## src/rtl/lpc_host_pkg.sv

```systemverilog
`timescale 1ns/1ps
package lpc_host_pkg;

  typedef enum logic [3:0] {
    ST_IDLE, ST_START, ST_CTYPE, ST_ADDR, ST_WDATA,
    ST_TAR_ONES, ST_TAR_FLOAT, ST_SYNC, ST_RDATA, ST_BACK_A, ST_BACK_B
  } stateT;

  typedef enum logic [2:0] {
    NS_START, NS_CTYPE, NS_ADDR, NS_WDATA, NS_ONES
  } nibSelT;

  typedef enum logic [1:0] {
    SK_READY, SK_WAIT, SK_ERROR, SK_NONE
  } syncKindT;

  // strobes from control to datapath
  typedef struct packed {
    logic   load;
    logic   shiftAddr;
    logic   shiftData;
    logic   capture;
    logic   drive;
    logic   frame;
    nibSelT nibSel;
    logic   finish;
    logic   finishErr;
  } dpCtlT;

  localparam logic [3:0] NIB_START  = 4'h0;
  localparam logic [3:0] CT_READ    = 4'h4;
  localparam logic [3:0] CT_WRITE   = 4'h6;
  localparam logic [3:0] NIB_ONES   = 4'hF;
  localparam logic [3:0] SY_READY   = 4'h0;
  localparam logic [3:0] SY_SHORT   = 4'h5;
  localparam logic [3:0] SY_LONG    = 4'h6;
  localparam logic [3:0] SY_ERR     = 4'hA;

  function automatic syncKindT decodeSync(input logic [3:0] v);
    case (v)
      SY_READY:           return SK_READY;
      SY_SHORT, SY_LONG:  return SK_WAIT;
      SY_ERR:             return SK_ERROR;
      default:            return SK_NONE;
    endcase
  endfunction

endpackage

```

## src/rtl/lpc_host_ctrl.sv

```systemverilog
`timescale 1ns/1ps
module lpc_host_ctrl
  import lpc_host_pkg::*;
#(
  parameter int ADDR_NIBS  = 8,
  parameter int DATA_NIBS  = 2,
  parameter int SYNC_LIMIT = 3
) (
  input  logic       clk,
  input  logic       rstN,
  input  logic       reqStart,
  input  logic       isWrite,
  input  logic [3:0] ladIn,
  output dpCtlT      ctl
);

  localparam int CNT_W = (ADDR_NIBS > 1) ? $clog2(ADDR_NIBS) : 1;
  localparam int TO_W  = (SYNC_LIMIT > 1) ? $clog2(SYNC_LIMIT) : 1;
  localparam logic [CNT_W-1:0] ADDR_LAST = CNT_W'(ADDR_NIBS - 1);
  localparam logic [CNT_W-1:0] DATA_LAST = CNT_W'(DATA_NIBS - 1);
  localparam logic [TO_W-1:0]  TO_LAST   = TO_W'(SYNC_LIMIT - 1);

  stateT            state, stateNxt;
  logic [CNT_W-1:0] cnt, cntNxt;
  logic [TO_W-1:0]  toCnt, toCntNxt;
  logic             errSeen, errSeenNxt;
  syncKindT         syncKind;

  assign syncKind = decodeSync(ladIn);

  always_ff @(posedge clk) begin
    if (!rstN) begin
      state   <= ST_IDLE;
      cnt     <= '0;
      toCnt   <= '0;
      errSeen <= 1'b0;
    end else begin
      state   <= stateNxt;
      cnt     <= cntNxt;
      toCnt   <= toCntNxt;
      errSeen <= errSeenNxt;
    end
  end

  always_comb begin
    stateNxt   = state;
    cntNxt     = cnt;
    toCntNxt   = toCnt;
    errSeenNxt = errSeen;
    ctl        = '0;
    ctl.nibSel = NS_ONES;

    case (state)
      ST_IDLE: begin
        if (reqStart) begin
          ctl.load = 1'b1;
          stateNxt = ST_START;
        end
      end
      ST_START: begin
        ctl.drive  = 1'b1;
        ctl.frame  = 1'b1;
        ctl.nibSel = NS_START;
        stateNxt   = ST_CTYPE;
      end
      ST_CTYPE: begin
        ctl.drive  = 1'b1;
        ctl.nibSel = NS_CTYPE;
        cntNxt     = '0;
        stateNxt   = ST_ADDR;
      end
      ST_ADDR: begin
        ctl.drive     = 1'b1;
        ctl.nibSel    = NS_ADDR;
        ctl.shiftAddr = 1'b1;
        cntNxt        = cnt + 1'b1;
        if (cnt == ADDR_LAST) begin
          cntNxt   = '0;
          stateNxt = isWrite ? ST_WDATA : ST_TAR_ONES;
        end
      end
      ST_WDATA: begin
        ctl.drive     = 1'b1;
        ctl.nibSel    = NS_WDATA;
        ctl.shiftData = 1'b1;
        cntNxt        = cnt + 1'b1;
        if (cnt == DATA_LAST) begin
          cntNxt   = '0;
          stateNxt = ST_TAR_ONES;
        end
      end
      ST_TAR_ONES: begin
        ctl.drive  = 1'b1;
        ctl.nibSel = NS_ONES;
        stateNxt   = ST_TAR_FLOAT;
      end
      ST_TAR_FLOAT: begin
        toCntNxt   = '0;
        errSeenNxt = 1'b0;
        stateNxt   = ST_SYNC;
      end
      ST_SYNC: begin
        case (syncKind)
          SK_READY, SK_ERROR: begin
            errSeenNxt = (syncKind == SK_ERROR);
            cntNxt     = '0;
            stateNxt   = isWrite ? ST_BACK_A : ST_RDATA;
          end
          SK_WAIT: toCntNxt = '0;
          default: begin
            if (toCnt == TO_LAST) begin
              ctl.finish    = 1'b1;
              ctl.finishErr = 1'b1;
              stateNxt      = ST_IDLE;
            end else begin
              toCntNxt = toCnt + 1'b1;
            end
          end
        endcase
      end
      ST_RDATA: begin
        ctl.capture = 1'b1;
        cntNxt      = cnt + 1'b1;
        if (cnt == DATA_LAST) begin
          cntNxt   = '0;
          stateNxt = ST_BACK_A;
        end
      end
      ST_BACK_A: stateNxt = ST_BACK_B;
      ST_BACK_B: begin
        ctl.finish    = 1'b1;
        ctl.finishErr = errSeen;
        if (reqStart) begin
          ctl.load = 1'b1;
          stateNxt = ST_START;
        end else begin
          stateNxt = ST_IDLE;
        end
      end
      default: stateNxt = ST_IDLE;
    endcase
  end

endmodule

```

## src/rtl/lpc_host_dp.sv

```systemverilog
`timescale 1ns/1ps
module lpc_host_dp
  import lpc_host_pkg::*;
#(
  parameter int ADDR_W = 32,
  parameter int DATA_W = 8
) (
  input  logic              clk,
  input  logic              rstN,
  input  dpCtlT             ctl,
  input  logic              reqWrite,
  input  logic [ADDR_W-1:0] reqAddr,
  input  logic [DATA_W-1:0] reqWdata,
  input  logic [3:0]        ladIn,
  output logic              isWrite,
  output logic              reqDone,
  output logic              reqErr,
  output logic [DATA_W-1:0] reqRdata,
  output logic              frameN,
  output logic [3:0]        ladOut,
  output logic              ladOe
);

  localparam int DATA_NIBS = DATA_W / 4;
  localparam int PTR_W     = (DATA_NIBS > 1) ? $clog2(DATA_NIBS) : 1;

  logic [ADDR_W-1:0] addrQ;
  logic [DATA_W-1:0] dataQ;
  logic [DATA_W-1:0] rdQ;
  logic [PTR_W-1:0]  capPtr;
  logic              writeQ;
  logic              doneQ, errQ;

  always_ff @(posedge clk) begin
    if (!rstN) begin
      addrQ  <= '0;
      dataQ  <= '0;
      writeQ <= 1'b0;
      capPtr <= '0;
    end else if (ctl.load) begin
      addrQ  <= reqAddr;
      dataQ  <= reqWdata;
      writeQ <= reqWrite;
      capPtr <= '0;
    end else begin
      if (ctl.shiftAddr) addrQ  <= addrQ << 4;
      if (ctl.shiftData) dataQ  <= dataQ >> 4;
      if (ctl.capture)   capPtr <= capPtr + 1'b1;
    end
  end

  // one capture lane per returned nibble
  for (genvar g = 0; g < DATA_NIBS; g++) begin : g_rdLane
    always_ff @(posedge clk) begin
      if (!rstN)
        rdQ[g*4 +: 4] <= '0;
      else if (ctl.capture && capPtr == PTR_W'(g))
        rdQ[g*4 +: 4] <= ladIn;
    end
  end

  always_ff @(posedge clk) begin
    if (!rstN) begin
      doneQ <= 1'b0;
      errQ  <= 1'b0;
    end else begin
      doneQ <= ctl.finish;
      errQ  <= ctl.finish & ctl.finishErr;
    end
  end

  always_comb begin
    case (ctl.nibSel)
      NS_START: ladOut = NIB_START;
      NS_CTYPE: ladOut = writeQ ? CT_WRITE : CT_READ;
      NS_ADDR:  ladOut = addrQ[ADDR_W-1 -: 4];
      NS_WDATA: ladOut = dataQ[3:0];
      default:  ladOut = NIB_ONES;
    endcase
  end

  assign ladOe    = ctl.drive;
  assign frameN   = ~ctl.frame;
  assign isWrite  = writeQ;
  assign reqDone  = doneQ;
  assign reqErr   = errQ;
  assign reqRdata = rdQ;

endmodule

```

## src/rtl/lpc_mem_host.sv

```systemverilog
`timescale 1ns/1ps
module lpc_mem_host
  import lpc_host_pkg::*;
#(
  parameter int ADDR_W     = 32,
  parameter int DATA_W     = 8,
  parameter int SYNC_LIMIT = 3
) (
  input  logic              clk,
  input  logic              rstN,
  input  logic              reqStart,
  input  logic              reqWrite,
  input  logic [ADDR_W-1:0] reqAddr,
  input  logic [DATA_W-1:0] reqWdata,
  output logic              reqDone,
  output logic [DATA_W-1:0] reqRdata,
  output logic              reqErr,
  output logic              frameN,
  output logic [3:0]        ladOut,
  output logic              ladOe,
  input  logic [3:0]        ladIn
);

  localparam int ADDR_NIBS = ADDR_W / 4;
  localparam int DATA_NIBS = DATA_W / 4;

  dpCtlT ctl;
  logic  isWrite;

  lpc_host_ctrl #(
    .ADDR_NIBS (ADDR_NIBS),
    .DATA_NIBS (DATA_NIBS),
    .SYNC_LIMIT(SYNC_LIMIT)
  ) u_ctrl (
    .clk     (clk),
    .rstN    (rstN),
    .reqStart(reqStart),
    .isWrite (isWrite),
    .ladIn   (ladIn),
    .ctl     (ctl)
  );

  lpc_host_dp #(
    .ADDR_W(ADDR_W),
    .DATA_W(DATA_W)
  ) u_dp (
    .clk     (clk),
    .rstN    (rstN),
    .ctl     (ctl),
    .reqWrite(reqWrite),
    .reqAddr (reqAddr),
    .reqWdata(reqWdata),
    .ladIn   (ladIn),
    .isWrite (isWrite),
    .reqDone (reqDone),
    .reqErr  (reqErr),
    .reqRdata(reqRdata),
    .frameN  (frameN),
    .ladOut  (ladOut),
    .ladOe   (ladOe)
  );

endmodule

```

## config.mk

```make
export PLATFORM = sky130hd
export DESIGN_NAME = lpc_mem_host
export DESIGN_NICKNAME = d
export VERILOG_FILES = /design/src/rtl/lpc_host_pkg.sv /design/src/rtl/lpc_host_ctrl.sv /design/src/rtl/lpc_host_dp.sv /design/src/rtl/lpc_mem_host.sv
export SDC_FILE = /design/constraint.sdc
export NUM_CORES = 1
export LEC_CHECK = 0
export BUFFER_PORTS_ARGS = -buffer_cell sky130_fd_sc_hd__buf_2
export CAP_MARGIN = 20
export CORE_MARGIN = 10
export CORE_UTILIZATION = 45
export DETAILED_ROUTE_END_ITERATION = 10
export HOLD_SLACK_MARGIN = 0.02
export PLACE_DENSITY = 0.69
export SLEW_MARGIN = 25
export SYNTH_ARGS = -nofsm -noshare
export SYNTH_HDL_FRONTEND = slang
export SYNTH_SLANG_ARGS = --single-unit
```

## constraint.sdc

```tcl
create_clock -name clk -period 1.5 [get_ports clk]
set_input_delay 0.075 -clock clk [delete_from_list [all_inputs] [get_ports clk]]
set_output_delay 0.075 -clock clk [all_outputs]
set_load 0.1 [all_outputs]
```

; ---- After elaboration in Yosys (flattened, before gate mapping)
; Index checks and enable logic that the tools add are counted.
[totals]
register_bits = 62
inputBits = 48
output_inout_bits = 16
wordCells = 107
[op_classes]
n_addsub = 3
eq_ne = 30
mux = 37
bitwise = 4
n_reduce_logical = 21
[op_table]
columns = cell, n
row1 = two-way mux 32 bit, 2
row2 = case mux 4 bit (11 select lines), 1
row3 = "equality test 4 x 3 -> 1 bit, second input constant", 6
row4 = case mux 3 bit (4 select lines), 2
row5 = two-way mux 4 bit, 5
row6 = "equality test 4 bit, second input constant", 4
row7 = two-way mux 8 bit, 2
row8 = case mux 4 bit (4 select lines), 1
row9 = case mux 2 bit (2 select lines), 3
row10 = two-way mux 1 bit, 11
row11 = OR reduction 2 bit, 5
row12 = two-way mux 3 bit, 3
row13 = "equality test 4 x 2 -> 1 bit, second input constant", 2
row14 = zero test 4 bit, 2
row15 = two-way mux 2 bit, 4
row16 = "inequality test 2 x 1 -> 1 bit, second input constant", 4
row17 = case mux 4 bit (2 select lines), 1
row18 = "equality test 3 x 1 -> 1 bit, second input constant", 2
row19 = "equality test 3 x 2 -> 1 bit, second input constant", 2
row20 = "inequality test 2 bit, second input constant", 3
row21 = case mux 2 bit (3 select lines), 1
row22 = AND reduction 6 bit, 1
row23 = nonzero test 2 bit, 3
row24 = OR reduction 5 bit, 1
row25 = other kinds (19), 24

; ---- Longest topological paths before layout
; Gate-level depths: netlist of run 1.
[depth]
word_depth = 8
mapped_depth = 8

; ---- Cells and area by module
; Synthesis of run 1 repeated with hierarchy kept, for this count alone.
[hier_totals]
cells_unflattened = 367
hier_area_um2 = 3311.9
[by_module_without_submodules]
columns = mod, instances, cells_per_inst, area_per_inst_um2
row1 = lpc_host_dp, 1, 238, 2328.5
row2 = lpc_host_ctrl, 1, 129, 983.4

; ---- Worst setup path before layout of run 1
; No wires, ideal clock.
[synth_path]
kind = register -> output
from = register u_ctrl.state[1]
to = output port ladOut[2]
t_arrival_ns = 2.807
required_time_ns = 1.425
slack_ns = -1.382
stages_incl_launch_ff = 5
n_path_buf = 2
cell_sequence = dfxtp_1 > buf_2 > buf_2 > a211oi_1 > o21ai_0
[synth_between]
elab_chain_len = 4
[synth_rtl]
columns = element, line
row1 = from (decl), lpc_host_ctrl.sv:23  ; stateT state, stateNxt;
row2 = from (signal assigned), lpc_host_ctrl.sv:38  ; state <= stateNxt;
row3 = "equality test 4 x 3 -> 1 bit, or another cell as far along", lpc_host_ctrl.sv:53  ; case (state)
row4 = case mux 3 bit (4 select lines) (*), lpc_host_ctrl.sv:53
row5 = "equality test 3 x 2 -> 1 bit, or another cell as far along", lpc_host_dp.sv:73  ; case (ctl.nibSel)
row6 = case mux 4 bit (4 select lines) (*), lpc_host_dp.sv:73
row7 = to (decl), lpc_mem_host.sv:19  ; output logic [3:0] ladOut,
; Mark *: on every way between the ends. The rest lies on a longest branch, timed or not.

; ---- Final worst setup path of run 1
[layout_path]
from = register u_ctrl.state[0]
to = output port ladOut[3]
; Same word-level chain as after synthesis.

==> metrics.md, run 1 <==
| Metric | Value |
|---|---|
| Fin. Hold Viols | `0` |
| Die Y | `103 um` |
| Synth cell types | `41` |
| Post-Syn Area | `0.00306 mm^2` |
| Clk_lat worst skew | `0.35 ns` |
| Avg WL per Cell | `16.9 um` |
| Layout cell share with drive strength beyond 1 | `35.1%` |
| Max_slew headroom | `67.0%` |
| Rows | `30` |
| Depth of the CTS H-tree | `3` |
| Antenna viol nets, final | `0` |
| Total number of yosys warnings | `0` |
| Buf/Inv on CP | `2` |
| Clock slew seen by the registers of the worst setup and hold paths | `0.07 ns` |
| FF+latch count, synth | `62` |
| Hold Worst Slack | `0.0331 ns` |
| Clock buffer depth | `2` |
| Synth Flop Type | `dfxtp_1` |
| Hold Path Depth | `3` |
| IO buf count | `63` |
| CTS tree | `done` |
| Max-cap viol count | `0` |
| Critical Setup Path Class | `reg2out` |
| CP Cell Sequence | `buf_12 > nor2_4 > nand2_4 > o22ai_4 > nand2_2 > buf_12` |
| CP delay by family, top | `flip-flops` |
| CP Depth | `6` |
| Biggest area consumer among synthesized cells | `dfxtp_1` |
| Via/cell ratio | `5.56` |
| Post-DP Area | `0.00372 mm^2` |
| DRC viols | `0` |
| HP Class | `in2reg` |
| R2R cell count | `8` |
| Post-route minimum period | `1.63 ns` |
| Worst r2r src | `u_ctrl.state[1]$_SDFFE_PN0P_` |
| Post-synth top area share | `40.5%` |
| Slowest CP cell | `dfxtp_4` |
| Pwr dens | `1610 mW/mm^2` |
| Nets | `548` |
| Highest clock rate | `0.613 GHz` |
| Initial core utilization | `45.6%` |
| CP required | `1.42 ns` |
| Crit path max fanout | `6` |
| Pin count of the biggest net entering global routing | `39` |
| First-pass GRT wire length | `15.2 mm` |
| Async S/R FF share, synth | `0%` |
| Die ar. | `0.0105 mm^2` |
| Final Setup Violations | `36` |
| Clk_skew | `0.00926 ns` |
| Lkg Pwr | `2.28 nW` |
| Top post-synthesis cells by area | `dfxtp_1 (41%), nand2_1 (10%), o211a_1 (8.8%)` |
| Total track usage | `18.1%` |
| Finished Cell Area | `0.00482 mm^2` |
| Total detailed-routing wirelength | `9.86 mm` |
| Remaining Overflow, GRT | `0` |
| Commonest cells after routing, fill and taps aside | `nand2_1 (76), buf_2 (57), dfxtp_1 (56)` |
| R2R Setup Slk | `-0.10 ns` |
| Pins Over Slew Limit | `0` |
| CTS Root Cell | `clkbuf_8` |
| Vias in the first global route | `3187` |
| CP Launch Type | `register` |
| Mapped Cells | `373` |
| Initial antenna violation count | `0` |
| Drt pass-1 iters | `5` |
| Uppermost routed layer | `met4` |
| Via count | `3235` |
| Tcrit/Tclk final | `109%` |
| Critical Path Max Stage Delay | `0.38 ns` |
| Status | `complete, but fails checks` |
| WL met3 | `581 um` |
| Post-DP HPWL | `5.76 mm` |
| TritonCTS Buffers | `9` |
| Pwr Total | `7.74 mW` |
| Post-synth EDFFs | `0` |
| Syn nets | `425` |
| VDD IR-drop max | `803 uV` |
| CTS sink count | `62` |
| Area delta synth->final | `57.3%` |
| Avg Inst Size Synth | `8.21 um^2` |
| Worst Tran Pin Value | `0.498 ns` |
| First DRT Iteration DRCs | `180` |
| RSZ-0062 raised after global routing | `yes` |
| Failing checks | `setup timing` |
| CP endpoint kind | `output pin` |
| R2R Path End | `u_dp.addrQ[24]$_SDFFE_PN0P_` |
| Hold Path Origin | `reqAddr[6]` |
| Wl on met1 | `3.85 mm` |
| Post-route setup slack | `-0.130 ns` |
| Routability cong. | `0.848` |
| CP most frequent cell | `buf_12` |
| Die X | `103 um` |
| Hold Path Sink | `u_dp.addrQ[6]$_SDFFE_PN0P_` |
| Post-synthesis sequential area ratio | `40.5%` |
| Area of the core | `0.00672 mm^2` |
| Routed length on met2 | `5.21 mm` |
| I/O pin count | `64` |
| Worst EP arrival | `1.56 ns` |
| Commonest non-fill, non-tap cell in the layout | `nand2_1` |
==> state kept, by name, summed over array words and instances, names as in the netlist <==
register        flops
u_dp.addrQ         32
u_dp.dataQ          8
u_dp.reqErr         1
u_dp.isWrite        1
u_ctrl.state        4
u_dp.capPtr         1
u_ctrl.cnt          3
u_dp.reqDone        1
u_ctrl.errSeen      1
u_ctrl.toCnt        2
u_dp.reqRdata       8
==> power by group <==
group	leakage (nW)	switching (mW)	total (mW)	internal [mW]
clock	0.134	0.683	2.01	1.32
combinational	1.64	2.02	3.58	1.56
sequential	0.511	0.210	2.16	1.95
==> final cells by class <==
type,instances,area [um^2]
antenna,1,2.50
clock buffer,11,141
clock inverter,5,129
fill,466,1900
inverter,8,33.8
multi-input combinational,273,1900
sequential,62,1260
tap,80,100
timing repair buffer,142,1250
==> how the worst max path moves through the flow <==
stage,start,end,slack [ns]
floorplan,u_ctrl.state[1]$_SDFFE_PN0P_,ladOut[2],-0.10
global placement,u_ctrl.state[2]$_SDFFE_PN0P_,u_ctrl.errSeen$_SDFFE_PN0P_,-0.02
detailed placement,u_ctrl.toCnt[0]$_SDFFE_PN0P_,u_ctrl.toCnt[1]$_SDFFE_PN0P_,-0.09
CTS,u_ctrl.state[1]$_SDFFE_PN0P_,ladOut[3],-0.06
global route,u_ctrl.state[1]$_SDFFE_PN0P_,u_dp.addrQ[24]$_SDFFE_PN0P_,-0.18
finish,u_ctrl.state[0]$_SDFFE_PN0P_,ladOut[3],-0.13
==> what timing repair did <==
item	in CTS	in global routing
buffers inserted	5	6
resized for setup	48	34
hold buffers	37	0
cloned	1	2
endpoints found under the setup margin	12	66
pin swaps	12	12
endpoints found under the hold margin	37	0
==> layer usage <==
| metal | global-route usage (%) | up-vias |
|---|---|---|
| met1 | 21.5 | 1564 |
| met4 | 8.35 | 0 |
| met2 | 30.2 | 106 |
| met5 | 0 | - |
| met3 | 4.42 | 19 |
| li1 | - | 1546 |
==> synthesized netlist by cell type (2+ instances only) <==
cell       n
a21boi_1   2
nor3_1     2
clkbuf_1  13
buf_2     15
o211a_1   27
nand3_1   41
buf_4      2
xnor2_1    4
dfxtp_1   62
o21ai_1    2
o21ai_0    8
a21boi_0  14
inv_1      8
and3_1     2
nor2_1    11
a31oi_1    2
mux2i_1   16
o21a_1     2
nand2b_1   2
a21oi_1    7
o22ai_1    3
a22oi_1    7
ha_1       4
nand2_1   85
nor2b_1   14
nor2_2     3
==> through the flow <==
stage / TNS (ns) / util (%) / cells / worst slack, ns
after floorplan: -0.102 / - / 373 / -0.102
after global placement: -0.0229 / 55.4 / 514 / -0.0207
after detailed placement: -0.225 / 55.4 / 514 / -0.0887
after CTS: -0.222 / 68.3 / 573 / -0.0590
after global routing: -6.02 / 71.7 / 581 / -0.175
final: -2.21 / 71.7 / 582 / -0.130
==> kinds of logic (layout without fill, tap and decap cells) <==
family | after synthesis | count (layout) | share of synthesized area (%)
flip-flops | 62 | 62 | 40.5
AO/OA/AOI/OAI | 84 | 84 | 21.7
adder cells (fa/ha/maj) | 4 | 4 | 1.63
AND/OR/NAND/NOR | 165 | 165 | 24.3
other | 0 | 1 | 0
multiplexers | 16 | 16 | 5.23
buffers and inverters | 38 | 166 | 5.51
XOR/XNOR | 4 | 4 | 1.14
==> worst register-to-register path, cell delays in order, from the launching register on <==
cell       delay (ns)
dfxtp_4          0.37
bufbuf_16        0.26
nand2_2          0.10
nor3_4           0.21
buf_4            0.15
clkbuf_16        0.16
nand2_1          0.06
nand3_1          0.08
o211a_1          0.14
Power figures use the tool's default switching activity.
==> run 2, diff against run 1 <==
==> constraint.sdc (replaced) <==
create_clock -name clk -period 1.5 [get_ports clk]
set_input_delay 0.15 -clock clk [delete_from_list [all_inputs] [get_ports clk]]
set_output_delay 0.15 -clock clk [all_outputs]
set_load 0.1 [all_outputs]
==> run 2 against run 1 <==
Effect of this change:
- the run still ends with setup timing left
- largest cell class unchanged
- global-route usage is 2.3 points lower
- sequential cell count stayed put
- clock power is 29% lower
- utilization is 7.6 points lower
- maximum frequency is 1.8% higher
- highest routed layer unchanged
- via count is 7.7% lower
- critical endpoint is now ladOut[1]
==> metrics.md, run 2 (synthesis gave the netlist of run 1 again) <==
| Metric | Value |
|---|---|
| Max_slew headroom | `67.6% (+0.57 points)` |
| Via count | `2987 (-7.7%)` |
| Post-route minimum period | `1.60 ns (-0.0291 ns)` |
| Worst Setup EP | `ladOut[1]` |
| Depth of the CTS H-tree | `3 (unchanged)` |
| CP required | `1.35 ns (-0.07 ns)` |
| Initial antenna violation count | `0 (unchanged)` |
| I/O pin count | `64 (unchanged)` |
| Tcrit/Tclk final | `107% (-1.9 points)` |
| CTS Root Cell | `clkbuf_8` |
| CP startpoint | `u_ctrl.state[1]$_SDFFE_PN0P_` |
| Post-DP HPWL | `5.71 mm (-0.91%)` |
| IO buf count | `63 (unchanged)` |
| Reg area | `0.00126 mm^2 (about the same)` |
| Remaining Overflow, GRT | `0 (unchanged)` |
| Pin count of the biggest net entering global routing | `46 (+18%)` |
| Slowest CP cell | `dfxtp_4` |
| Area occupied by multi-input gates | `0.00193 mm^2 (+1.7%)` |
| Highest clock rate | `0.625 GHz (+1.8%)` |
| CTS tree | `done` |
| Max-cap viol count | `0 (unchanged)` |
| Commonest non-fill, non-tap cell in the layout | `nand2_1` |
| HP Class | `in2reg` |
| Antenna diodes | `0 (-1)` |
| Post-CTS Hold Fix Bufs | `0 (-100%)` |
| Final Setup Violations | `18 (-50%)` |
| Pre-CTS setup slack | `-0.103 ns (-0.0143 ns)` |
| Pins Over Slew Limit | `0 (unchanged)` |
| Nets | `507 (-7.5%)` |
| Antenna viol nets, final | `0 (unchanged)` |
| Clk_lat worst skew | `0.34 ns (about the same)` |
| Lkg Pwr | `2.07 nW (-9.4%)` |
| Worst r2r src | `u_ctrl.state[1]$_SDFFE_PN0P_` |
| Total track usage | `15.9% (-2.3 points)` |
| Die Y | `103 um (unchanged)` |
| Post-route setup slack | `-0.101 ns (+0.0291 ns)` |
| Commonest cells after routing, fill and taps aside | `nand2_1 (76), buf_2 (57), dfxtp_1 (57)` |
| Crit path max fanout | `6 (unchanged)` |
| Die ar. | `0.0105 mm^2 (unchanged)` |
| CP endpoint kind | `output pin` |
| Clock buffer depth | `2 (unchanged)` |
| Post-Layout Cell Count | `540 (-7.2%)` |
| Placed Instances | `515 (+0.19%)` |
| Largest Register | `u_dp.addrQ` |
| Clock slew seen by the registers of the worst setup and hold paths | `0.07 ns (about the same)` |
| Failing checks | `setup timing` |
| Critical Path Max Stage Delay | `0.37 ns (about the same)` |
| Fillers | `541 (+16%)` |
| Drt pass-1 iters | `4 (-1)` |
| Area of the core | `0.00672 mm^2 (unchanged)` |
| Clk_skew | `0.00813 ns (-0.00113 ns)` |
| First DRT Iteration DRCs | `118 (-34%)` |
| RSZ-0062 raised after global routing | `yes` |
| CP Cell Sequence | `nor2b_2 > o21ai_2 > o22ai_4 > nand2_4 > buf_12` |
| CTS sink count | `62 (unchanged)` |
| Critical Setup Path Class | `reg2out` |
| TritonCTS Buffers | `9 (unchanged)` |
| Via/cell ratio | `5.53 (-0.48%)` |
| Worst Tran Pin Value | `0.489 ns (-0.00862 ns)` |
| Routability cong. | `0.906 (+6.8%)` |
| Rows | `30 (unchanged)` |
| Layout cell share with drive strength beyond 1 | `35.9% (+0.74 points)` |
| DRC viols | `0 (unchanged)` |
| CP Launch Type | `register` |
| First-pass GRT wire length | `13.4 mm (-12%)` |
| R2R cell count | `8 (unchanged)` |
| Fin. Hold Viols | `0 (unchanged)` |
| R2R Setup Slk | `-0.02 ns (+0.08 ns)` |
| Initial core utilization | `45.6% (unchanged)` |
| Pwr dens | `1630 mW/mm^2 (+1.3%)` |
| Die X | `103 um (unchanged)` |
| Worst EP arrival | `1.45 ns (-0.11 ns)` |
| Area delta synth->final | `40.6%` |
| Vias in the first global route | `2855 (-10%)` |
| Max reg flops | `32 (unchanged)` |
| R2R Path End | `u_dp.addrQ[11]$_SDFFE_PN0P_` |
| VDD IR-drop max | `758 uV (-5.7%)` |
| Avg WL per Cell | `16.1 um (-4.7%)` |
| Total detailed-routing wirelength | `8.72 mm (-12%)` |
| Status | `complete, but fails checks` |
[run 2: cell types whose count changed in the layout (fill, tap and decap cells not counted), moves of 3 or more]
cell	change
buf_12	-3
nand2_2	-5
bufinv_16	-3
dlygate4sd3_1	-37
nand2_4	+5
buf_4	-3
[run 2: metrics by stage]
step	power [mW]	instance area, um^2	setup TNS (ns)	hold WS [ns]	utilization (%)
floorplan	4.07	3110	-0.241	0.295	-
global placement	5.05	3740	-0.459	0.390	55.6
detailed placement	5.10	3740	-1.89	0.395	55.6
CTS	6.71	4050	-0.157	0.0409	60.3
global route	7.36	4310	-3.30	0.0467	64.1
finish	7.01	4310	-0.455	0.0461	64.1
[run 2: how the worst min path moves through the flow]
stage                                        to         from  slack, ns  depth (start not counted)
floorplan            u_dp.addrQ[1]$_SDFFE_PN0P_   reqAddr[1]       0.29                          2
global placement    u_dp.addrQ[26]$_SDFFE_PN0P_  reqAddr[26]       0.39                          2
detailed placement  u_dp.addrQ[14]$_SDFFE_PN0P_  reqAddr[14]       0.39                          2
CTS                 u_dp.addrQ[14]$_SDFFE_PN0P_  reqAddr[14]       0.04                          2
global route        u_dp.addrQ[18]$_SDFFE_PN0P_  reqAddr[18]       0.05                          2
finish              u_dp.addrQ[14]$_SDFFE_PN0P_  reqAddr[14]       0.05                          2
[run 2: worst max-delay path: cells and delay by family (launching register included)]
| family | cells | cell delay, ns |
|---|---|---|
| buf+inv | 1 | 0.17 |
| flops | 1 | 0.37 |
| simple gates | 2 | 0.26 |
| compound gates | 2 | 0.31 |
[run 2: final cells by class]
| cell class | count | share of cell area (%) |
|---|---|---|
| multi-input cells | 273 | 44.8 |
| flip-flops and latches | 62 | 29.2 |
| clock buffers | 12 | 3.14 |
| repair buffers | 101 | 18.7 |
| clock inverters | 4 | 1.10 |
| well taps | 80 | 2.32 |
| inverters | 8 | 0.697 |
[run 2: per-layer routing]
layer  vias to the layer above  routed length [um]  track usage [%]
met5                         -                   0                0
met4                         0                 141             7.16
met3                        13                 601             4.76
met2                        94                4310             25.1
met1                      1416                3660             19.4
li1                       1464                   -                -
[run 2: power by group]
group / total, mW / internal, mW / switching (mW)
logic: 3.43 / 1.45 / 1.98
registers: 2.15 / 1.95 / 0.209
clock network: 1.42 / 0.764 / 0.659
[run 2: repair_timing]
item	in CTS	in global routing
gates resized for setup	34	40
setup buffers	2	5
endpoints found under the setup margin	61	60
gates cloned	0	2
pin swaps	8	15
